--- src/rtl/irqd_pkg.sv ---
package irqd_pkg;

    typedef struct packed {
        logic branch;
        logic pm_conflict;
        logic loop_third_last;
        logic loop_short_final;
        logic isr_first_fetch;
        logic ext_wait;
    } hold_flags_t;

endpackage

--- src/rtl/irqd_prio.sv ---
module irqd_prio #(
    parameter int W    = 8,
    parameter int IW   = (W > 1) ? $clog2(W) : 1
) (
    input  logic [W-1:0]  req,
    output logic          found,
    output logic [IW-1:0] idx
);
    always_comb begin
        found = 1'b0;
        idx   = '0;
        for (int i = W - 1; i >= 0; i--) begin
            if (req[i]) begin
                found = 1'b1;
                idx   = IW'(i);
            end
        end
    end
endmodule

--- src/rtl/irqd_holdoff.sv ---
module irqd_holdoff
    import irqd_pkg::*;
(
    input  logic        clk,
    input  logic        rst_n,
    input  hold_flags_t flags,
    output logic        hold
);
    typedef struct packed {
        logic branch_tail;
        logic loop_tail;
    } tail_t;

    tail_t st_d, st_q;

    always_comb begin
        st_d.branch_tail = flags.branch;
        st_d.loop_tail   = flags.loop_short_final;
        hold = flags.branch | st_q.branch_tail
             | flags.loop_short_final | st_q.loop_tail
             | flags.pm_conflict | flags.loop_third_last
             | flags.isr_first_fetch | flags.ext_wait;
    end

    always_ff @(posedge clk) begin
        if (!rst_n) st_q <= '0;
        else        st_q <= st_d;
    end

    assert_branch_tail_R4: assert property (@(posedge clk) disable iff (!rst_n)
        flags.branch |=> hold);
    assert_loop_tail_R6: assert property (@(posedge clk) disable iff (!rst_n)
        flags.loop_short_final |=> hold);
    assert_single_flags_R5: assert property (@(posedge clk) disable iff (!rst_n)
        (flags.pm_conflict || flags.ext_wait || flags.isr_first_fetch || flags.loop_third_last) |-> hold);
endmodule

--- src/rtl/irqd_latch.sv ---
module irqd_latch #(
    parameter int N  = 8,
    parameter int IW = (N > 1) ? $clog2(N) : 1
) (
    input  logic          clk,
    input  logic          rst_n,
    input  logic [N-1:0]  irq_req,
    input  logic          sw_wr_en,
    input  logic [N-1:0]  sw_wr_data,
    input  logic          instr_done,
    input  logic          clr_en,
    input  logic [IW-1:0] clr_idx,
    output logic [N-1:0]  pend,
    output logic [N-1:0]  sw_blocked
);
    localparam logic [1:0] SETTLE = 2'd2;

    typedef struct packed {
        logic [N-1:0] pend;
        logic [N-1:0] sw_mask;
        logic [1:0]   sw_cnt;
    } latch_st_t;

    latch_st_t st_d, st_q;
    logic [N-1:0] base, clr_vec, sw_new;

    always_comb begin
        st_d    = st_q;
        base    = sw_wr_en ? sw_wr_data : st_q.pend;
        clr_vec = clr_en ? (N'(1) << clr_idx) : '0;
        st_d.pend = (base & ~clr_vec) | irq_req;
        sw_new  = sw_wr_en ? (sw_wr_data & ~st_q.pend & ~irq_req) : '0;
        if (|sw_new) begin
            st_d.sw_cnt  = '0;
            st_d.sw_mask = st_q.sw_mask | sw_new;
        end else if (st_q.sw_cnt != SETTLE && instr_done) begin
            st_d.sw_cnt = st_q.sw_cnt + 2'd1;
            if (st_d.sw_cnt == SETTLE) st_d.sw_mask = '0;
        end
        st_d.sw_mask = st_d.sw_mask & st_d.pend & ~irq_req;
        pend       = st_q.pend;
        sw_blocked = st_q.sw_mask;
    end

    always_ff @(posedge clk) begin
        if (!rst_n) begin
            st_q.pend    <= '0;
            st_q.sw_mask <= '0;
            st_q.sw_cnt  <= SETTLE;
        end else begin
            st_q <= st_d;
        end
    end

    assert_req_latched_R1: assert property (@(posedge clk) disable iff (!rst_n)
        (|irq_req) |=> ((st_q.pend & $past(irq_req)) == $past(irq_req)));
    assert_sw_window_R3: assert property (@(posedge clk) disable iff (!rst_n)
        (|st_q.sw_mask) |-> (st_q.sw_cnt != SETTLE));
endmodule

--- src/rtl/irq_dispatch_seq.sv ---
module irq_dispatch_seq
    import irqd_pkg::*;
#(
    parameter int N_IRQ = 8,
    parameter int IDX_W = (N_IRQ > 1) ? $clog2(N_IRQ) : 1
) (
    input  logic             clk,
    input  logic             rst_n,
    input  logic [N_IRQ-1:0] irq_req,
    input  logic             sw_wr_en,
    input  logic [N_IRQ-1:0] sw_wr_data,
    input  logic             instr_done,
    input  logic [N_IRQ-1:0] int_mask,
    input  logic             glob_en,
    input  logic             nest_en,
    input  logic             rti,
    input  logic             br_active,
    input  logic             pm_conflict,
    input  logic             loop_third_last,
    input  logic             loop_short_final,
    input  logic             isr_first_fetch,
    input  logic             ext_wait,
    output logic             disp_strobe,
    output logic [IDX_W-1:0] disp_index,
    output logic [N_IRQ-1:0] irq_pending
);
    typedef struct packed {
        logic             strobe;
        logic [IDX_W-1:0] idx;
        logic [N_IRQ-1:0] svc;
    } disp_st_t;

    disp_st_t st_d, st_q;

    hold_flags_t      flags;
    logic             hold;
    logic [N_IRQ-1:0] pend, sw_blocked, eligible;
    logic             win_found, svc_found, preempt_ok, go;
    logic [IDX_W-1:0] win_idx, svc_idx;

    assign flags = '{branch: br_active, pm_conflict: pm_conflict,
                     loop_third_last: loop_third_last, loop_short_final: loop_short_final,
                     isr_first_fetch: isr_first_fetch, ext_wait: ext_wait};

    irqd_holdoff u_hold (.clk(clk), .rst_n(rst_n), .flags(flags), .hold(hold));

    irqd_latch #(.N(N_IRQ), .IW(IDX_W)) u_latch (
        .clk(clk), .rst_n(rst_n), .irq_req(irq_req),
        .sw_wr_en(sw_wr_en), .sw_wr_data(sw_wr_data), .instr_done(instr_done),
        .clr_en(go), .clr_idx(win_idx), .pend(pend), .sw_blocked(sw_blocked));

    assign eligible = pend & int_mask & ~sw_blocked;

    irqd_prio #(.W(N_IRQ), .IW(IDX_W)) u_win (.req(eligible), .found(win_found), .idx(win_idx));
    irqd_prio #(.W(N_IRQ), .IW(IDX_W)) u_svc (.req(st_q.svc), .found(svc_found), .idx(svc_idx));

    always_comb begin
        st_d       = st_q;
        preempt_ok = !svc_found || (nest_en && (win_idx < svc_idx));
        go         = glob_en && win_found && !hold && !st_q.strobe && preempt_ok;
        if (rti && svc_found) st_d.svc[svc_idx] = 1'b0;
        if (go) begin
            st_d.svc[win_idx] = 1'b1;
            st_d.idx          = win_idx;
        end
        st_d.strobe = go;
    end

    always_ff @(posedge clk) begin
        if (!rst_n) st_q <= '0;
        else        st_q <= st_d;
    end

    assign disp_strobe = st_q.strobe;
    assign disp_index  = st_q.idx;
    assign irq_pending = pend;

    assert_reset_quiet_R10: assert property (@(posedge clk)
        $past(!rst_n) |-> (!disp_strobe && irq_pending == '0));
    assert_priority_R2: assert property (@(posedge clk) disable iff (!rst_n)
        disp_strobe |-> (($past(eligible) & ((N_IRQ'(1) << disp_index) - N_IRQ'(1))) == '0));
    assert_hold_blocks_R5: assert property (@(posedge clk) disable iff (!rst_n)
        disp_strobe |-> !$past(hold));
    assert_no_nest_R7: assert property (@(posedge clk) disable iff (!rst_n)
        disp_strobe |-> ($past(nest_en) || ($past(st_q.svc) == '0)));
    assert_defer_R8: assert property (@(posedge clk) disable iff (!rst_n)
        disp_strobe |=> !disp_strobe);
    assert_gate_R11: assert property (@(posedge clk) disable iff (!rst_n)
        disp_strobe |-> ($past(glob_en) && $past(int_mask[st_d.idx])));
    assert_rti_retire_R9: assert property (@(posedge clk) disable iff (!rst_n)
        (rti && svc_found && !go) |=> !st_q.svc[$past(svc_idx)]);
endmodule

--- config.mk ---
export PLATFORM = sky130hd
export DESIGN_NAME = irq_dispatch_seq
export DESIGN_NICKNAME = d
export VERILOG_FILES = /design/src/rtl/irqd_pkg.sv /design/src/rtl/irqd_prio.sv /design/src/rtl/irqd_holdoff.sv /design/src/rtl/irqd_latch.sv /design/src/rtl/irq_dispatch_seq.sv
export SDC_FILE = /design/constraint.sdc
export NUM_CORES = 1
export LEC_CHECK = 0
export BUFFER_PORTS_ARGS = -buffer_cell sky130_fd_sc_hd__clkbuf_2
export CAP_MARGIN = 15
export CORE_MARGIN = 1
export CORE_UTILIZATION = 47
export DETAILED_ROUTE_END_ITERATION = 8
export HOLD_SLACK_MARGIN = 0.12
export PLACE_DENSITY = 0.84
export SYNTH_ARGS = -nofsm -noshare
export SYNTH_HDL_FRONTEND = slang
export SYNTH_SLANG_ARGS = --single-unit
--- constraint.sdc ---
create_clock -name clk -period 2.24 [get_ports clk]
set_input_delay 0.224 -clock clk [delete_from_list [all_inputs] [get_ports clk]]
set_output_delay 0.224 -clock clk [all_outputs]
set_load 0.05 [all_outputs]
==> results summary <==
The total via count in the routed design came out at 1,875. The checks that failed: setup timing. Once placement completed, the tool counted placed cells totaling 313. The layout filler cell count is 320. In the final layout, the multi-input gates occupy 1135 um2. The cell count of the worst reg-to-reg path is 8. The clock period minus final worst setup slack is 2282 ps. The remaining design rule violation count is 0. At the placement stage, the worst setup path has a slack of -55.16 ps. The number of max-slew violations in the final report is 0. The antenna diode count came out at 0. The xor-xnor portion of the synthesized cell area came out at 0.4765%. From bottom edge to top edge, the die measures 64.54 um.

The number of warning messages in the yosys log is 0. The register bit count reported by yosys is 32. Buffers inserted during clock tree synthesis total 5. The source of the worst register-to-register timing path is u_latch.sw_blocked[6]$_SDFF_PN0_. The floorplan die area came out at 4165 um2. The count of final hold-check violations is 0. The number of buffer cells added on primary ports came out at 48. At the worst endpoint, the required time is 2420 ps. The post-synthesis cell area is 1838 um2. The starting utilization of the core area came out at 49.46%. Along the worst path, the maximum fanout reaches 5. After technology mapping, the gate count stands at 209. In the post-synthesis netlist, the biggest area contributors are sky130_fd_sc_hd__dfxtp_1 35%, sky130_fd_sc_hd__mux2i_1 5.4%, sky130_fd_sc_hd__nor4_1 4.8%, sky130_fd_sc_hd__buf_4 4.5%, sky130_fd_sc_hd__nor4bb_1 4.4%. The type of origin of the critical path is a register.

The path type of the worst setup path is reg2reg. The cell repeated most along the worst path is sky130_fd_sc_hd__o221a_4. The leakage power of the design came out at 1.061 nW. The iteration count of the initial detailed-routing pass came out at 4. The number of global-route vias before repair is 1,825. The critical-path cell with the highest stage delay is sky130_fd_sc_hd__dfxtp_2. The flow ran to the end, but the final reports show violations. TritonCTS built the clock tree.

The count of flip-flops with a built-in enable after synthesis is 0. In the layout the commonest cells are 48 x sky130_fd_sc_hd__clkbuf_2, 30 x sky130_fd_sc_hd__dfxtp_1, 29 x sky130_fd_sc_hd__buf_4. The number of routed nets with antenna violations is 0.

For this run, the slowest stage of the critical path takes 320 ps. The wire length of the first global-routing pass is 7679 um. Across the run, the number of max-cap violations was 0. Setup repair after global routing could not meet its margin everywhere. Setup slack on the worst reg-to-reg path comes out at -40 ps. The largest voltage drop on the vdd net is 347.3 uV. The H-tree was split into 2 levels. The fraction of the yosys area taken by sequential cells is 34.85%. The library cell used most frequently in the layout, excluding fill and tap cells, is sky130_fd_sc_hd__clkbuf_2.

The fraction of synthesized cell area taken by the top area cell type came out at 34.85%. The number of endpoints failing setup at the final stage came out at 1. At the later pin of the worst-skew pair, clock insertion delay measures 290 ps. The worst slew slack as a fraction of its limit is 62.48%. Summing the areas of all fa, ha and maj instances in the mapped netlist gives 2.723% of the synthesized area. Dividing the detail-routed via count by the number of cells gives 5.734. The CTS clock-pin slew for the worst setup and hold paths came out at 70 ps. The final wirelength is 4755 um.

From left edge to right edge, the die measures 64.54 um. Excluding fillers, the count of instances in the completed layout stands at 327. The slack of the critical path came out at -42.14 ps. The standard cell core area is 3716 um2. The total overflow reported by the global router came out at 0. By area, the combinational part of the netlist is dominated by simple AND/OR/NAND/NOR gates. Traced cell by cell, the critical path runs through and3b_2 -> o211ai_1 -> a21oi_2 -> ha_1 -> nand2_2 -> o31a_1 -> o221a_4 -> o221a_4.

The fraction of the cycle the final worst path needs came out at 101.9%. The fraction of layout instances using a drive strength above 1 is 36.20%. The worst hold path class is in2reg. The endpoint of the most critical register-to-register path is disp_index[2]$_SDFFE_PN0P_. Global routing used 24.09% of the available tracks.

Dividing the synthesized area by the synthesized cell count gives 8.794 um2. The worst setup path is captured at a register. The count of different cell masters after synthesis came out at 38. Derived from the worst setup path, the maximum achievable clock frequency is 438.2 MHz. The largest area contributor in the synthesized netlist is sky130_fd_sc_hd__dfxtp_1. The final weighted congestion in routability-driven placement came out at 0.9085. Clock tree synthesis selected as its root buffer the cell sky130_fd_sc_hd__clkbuf_8. The simple-gate share of the synthesized area came out at 31.11%. Buffers inserted to repair hold after CTS numbered 0.

The initial antenna violation count came out at 0. The power density normalized to cell area is 584.1 nW/um2. The leading register cell type out of synthesis is sky130_fd_sc_hd__dfxtp_1.

The share of cell area taken by muxes after synthesis came out at 5.446%. The data arrival time of the critical path is 2460 ps. The initialized floorplan defines 22 standard-cell rows. The signed area change from the synthesized netlist to the final layout is 31.04%. The number of nets produced by synthesis came out at 250.

The share of the synthesized area in compound gates (AO/OA/AOI/OAI) is 18.79%. The number of sinks handled by clock tree synthesis came out at 32. The total area of sequential cells is 643.1 um2.

The slew at the pin with the worst max-slew slack is 560.4 ps. The iteration-0 DRC count of the detailed router came out at 83. The end point of the critical path is disp_index[2]$_SDFFE_PN0P_. Detailed placement finished with a half-perimeter wire length of 3689 um.

The largest net degree at the start of global routing came out at 23. The worst-case clock buffer depth came out at 2. The average wire per cell in the routed design is 14.54 um. For this design the top-level I/O count stands at 49. In the final design database the tool counted 319 nets.

The share of async-settable or async-resettable flops after synthesis is 0%. For the final database, setup skew stands at 9.286 ps. The timing startpoint of the critical path is u_latch.sw_blocked[6]$_SDFF_PN0_.
==> worst max-delay path: cells and delay by family (launching register included) <==
kind | cells | cell delay (ps)
adder cells (fa/ha/maj) | 1 | 310
AND/OR/NAND/NOR | 2 | 280
AO/OA/AOI/OAI | 5 | 1270
flip-flops | 1 | 320
==> synth_stat cells (2+ instances only) <==
master	number
sky130_fd_sc_hd__a22o_1	7
sky130_fd_sc_hd__mux2i_1	10
sky130_fd_sc_hd__nor2b_1	8
sky130_fd_sc_hd__nor4_1	14
sky130_fd_sc_hd__nand2_1	16
sky130_fd_sc_hd__nor3_1	3
sky130_fd_sc_hd__o21a_1	2
sky130_fd_sc_hd__nand3b_1	7
sky130_fd_sc_hd__and3b_1	2
sky130_fd_sc_hd__a31oi_1	2
sky130_fd_sc_hd__o31ai_1	2
sky130_fd_sc_hd__dfxtp_1	32
sky130_fd_sc_hd__o31a_1	2
sky130_fd_sc_hd__clkbuf_1	3
sky130_fd_sc_hd__o21ai_0	7
sky130_fd_sc_hd__nor4bb_1	8
sky130_fd_sc_hd__o211ai_1	6
sky130_fd_sc_hd__and2_1	6
sky130_fd_sc_hd__nand3_1	6
sky130_fd_sc_hd__nor2_1	16
sky130_fd_sc_hd__a21boi_0	8
sky130_fd_sc_hd__buf_4	11
sky130_fd_sc_hd__o221a_2	2
sky130_fd_sc_hd__ha_1	4
sky130_fd_sc_hd__a21oi_1	4
sky130_fd_sc_hd__inv_1	6
sky130_fd_sc_hd__nand2b_1	4
==> through the flow <==
step | hold slack (ps) | total power, mW | utilization [%] | setup TNS, ps | area, um2
floorplan | 302.3 | 0.8289 | - | 0 | 1843
global placement | 426.3 | 0.9172 | 59.66 | 0 | 2217
detailed placement | 427.6 | 0.9265 | 59.66 | -162.4 | 2217
CTS | 128.6 | 1.401 | 64.28 | -52.83 | 2389
global route | 131.4 | 1.476 | 64.81 | -728.8 | 2409
finish | 132.0 | 1.407 | 64.81 | -42.14 | 2409
==> layout make-up <==
type                    count  area share (%)
flip-flops and latches     32           26.70
well taps                  48           2.494
multi-input cells         156           47.12
clock buffers               8           3.740
repair buffers             77           19.01
inverters                   6          0.9351
==> how the worst min path moves through the flow <==
stage | to | startpoint | depth (start not counted) | slack [ps]
2_1_floorplan | u_latch.sw_blocked[0]$_SDFF_PN0_ | irq_req[0] | 1 | 300
3_3_place_gp | u_latch.sw_blocked[3]$_SDFF_PN0_ | irq_req[3] | 2 | 430
3_5_place_dp | u_latch.sw_blocked[3]$_SDFF_PN0_ | irq_req[3] | 2 | 430
4_1_cts | u_latch.sw_blocked[3]$_SDFF_PN0_ | irq_req[3] | 2 | 130
5_1_grt | u_latch.sw_blocked[5]$_SDFF_PN0_ | irq_req[5] | 2 | 130
6_report | u_latch.sw_blocked[1]$_SDFF_PN0_ | irq_req[1] | 2 | 130
==> registers in the layout (all words and copies together) (netlist names) <==
signal / flops
u_latch.pend: 8
disp_strobe: 1
u_latch.sw_blocked: 8
u_hold.st_q: 2
u_latch.st_q: 2
st_q: 8
disp_index: 3
==> power by group <==
| group | internal [mW] | switching (mW) | total [mW] |
|---|---|---|---|
| Clock | 0.250 | 0.207 | 0.457 |
| Sequential | 0.590 | 0.0121 | 0.603 |
| Combinational | 0.151 | 0.196 | 0.347 |
==> kinds of logic (layout without fill, tap and decap cells) <==
logic type	Yosys count	in the layout
muxes	10	10
DFF	32	32
xor gates and xnor gates	1	1
adders and majority gates	4	4
buffers and inverters	21	91
AOI/OAI and AO/OA	46	46
and+or+nand+nor	95	95
==> metal layers <==
layer	GRT usage, %	part of all wire, %
met5	0	0
met4	11.39	2.7
met3	7.394	7.7
met2	41.18	49
met1	27.10	41
==> timing repair <==
item                                    in CTS  in global routing
endpoints found under the setup margin       5                 19
resized for setup                           11                  9
gates cloned                                 0                  0
pin swaps                                    7                 10
buffers inserted                             4                  2
Power figures use the tool's default switching activity.
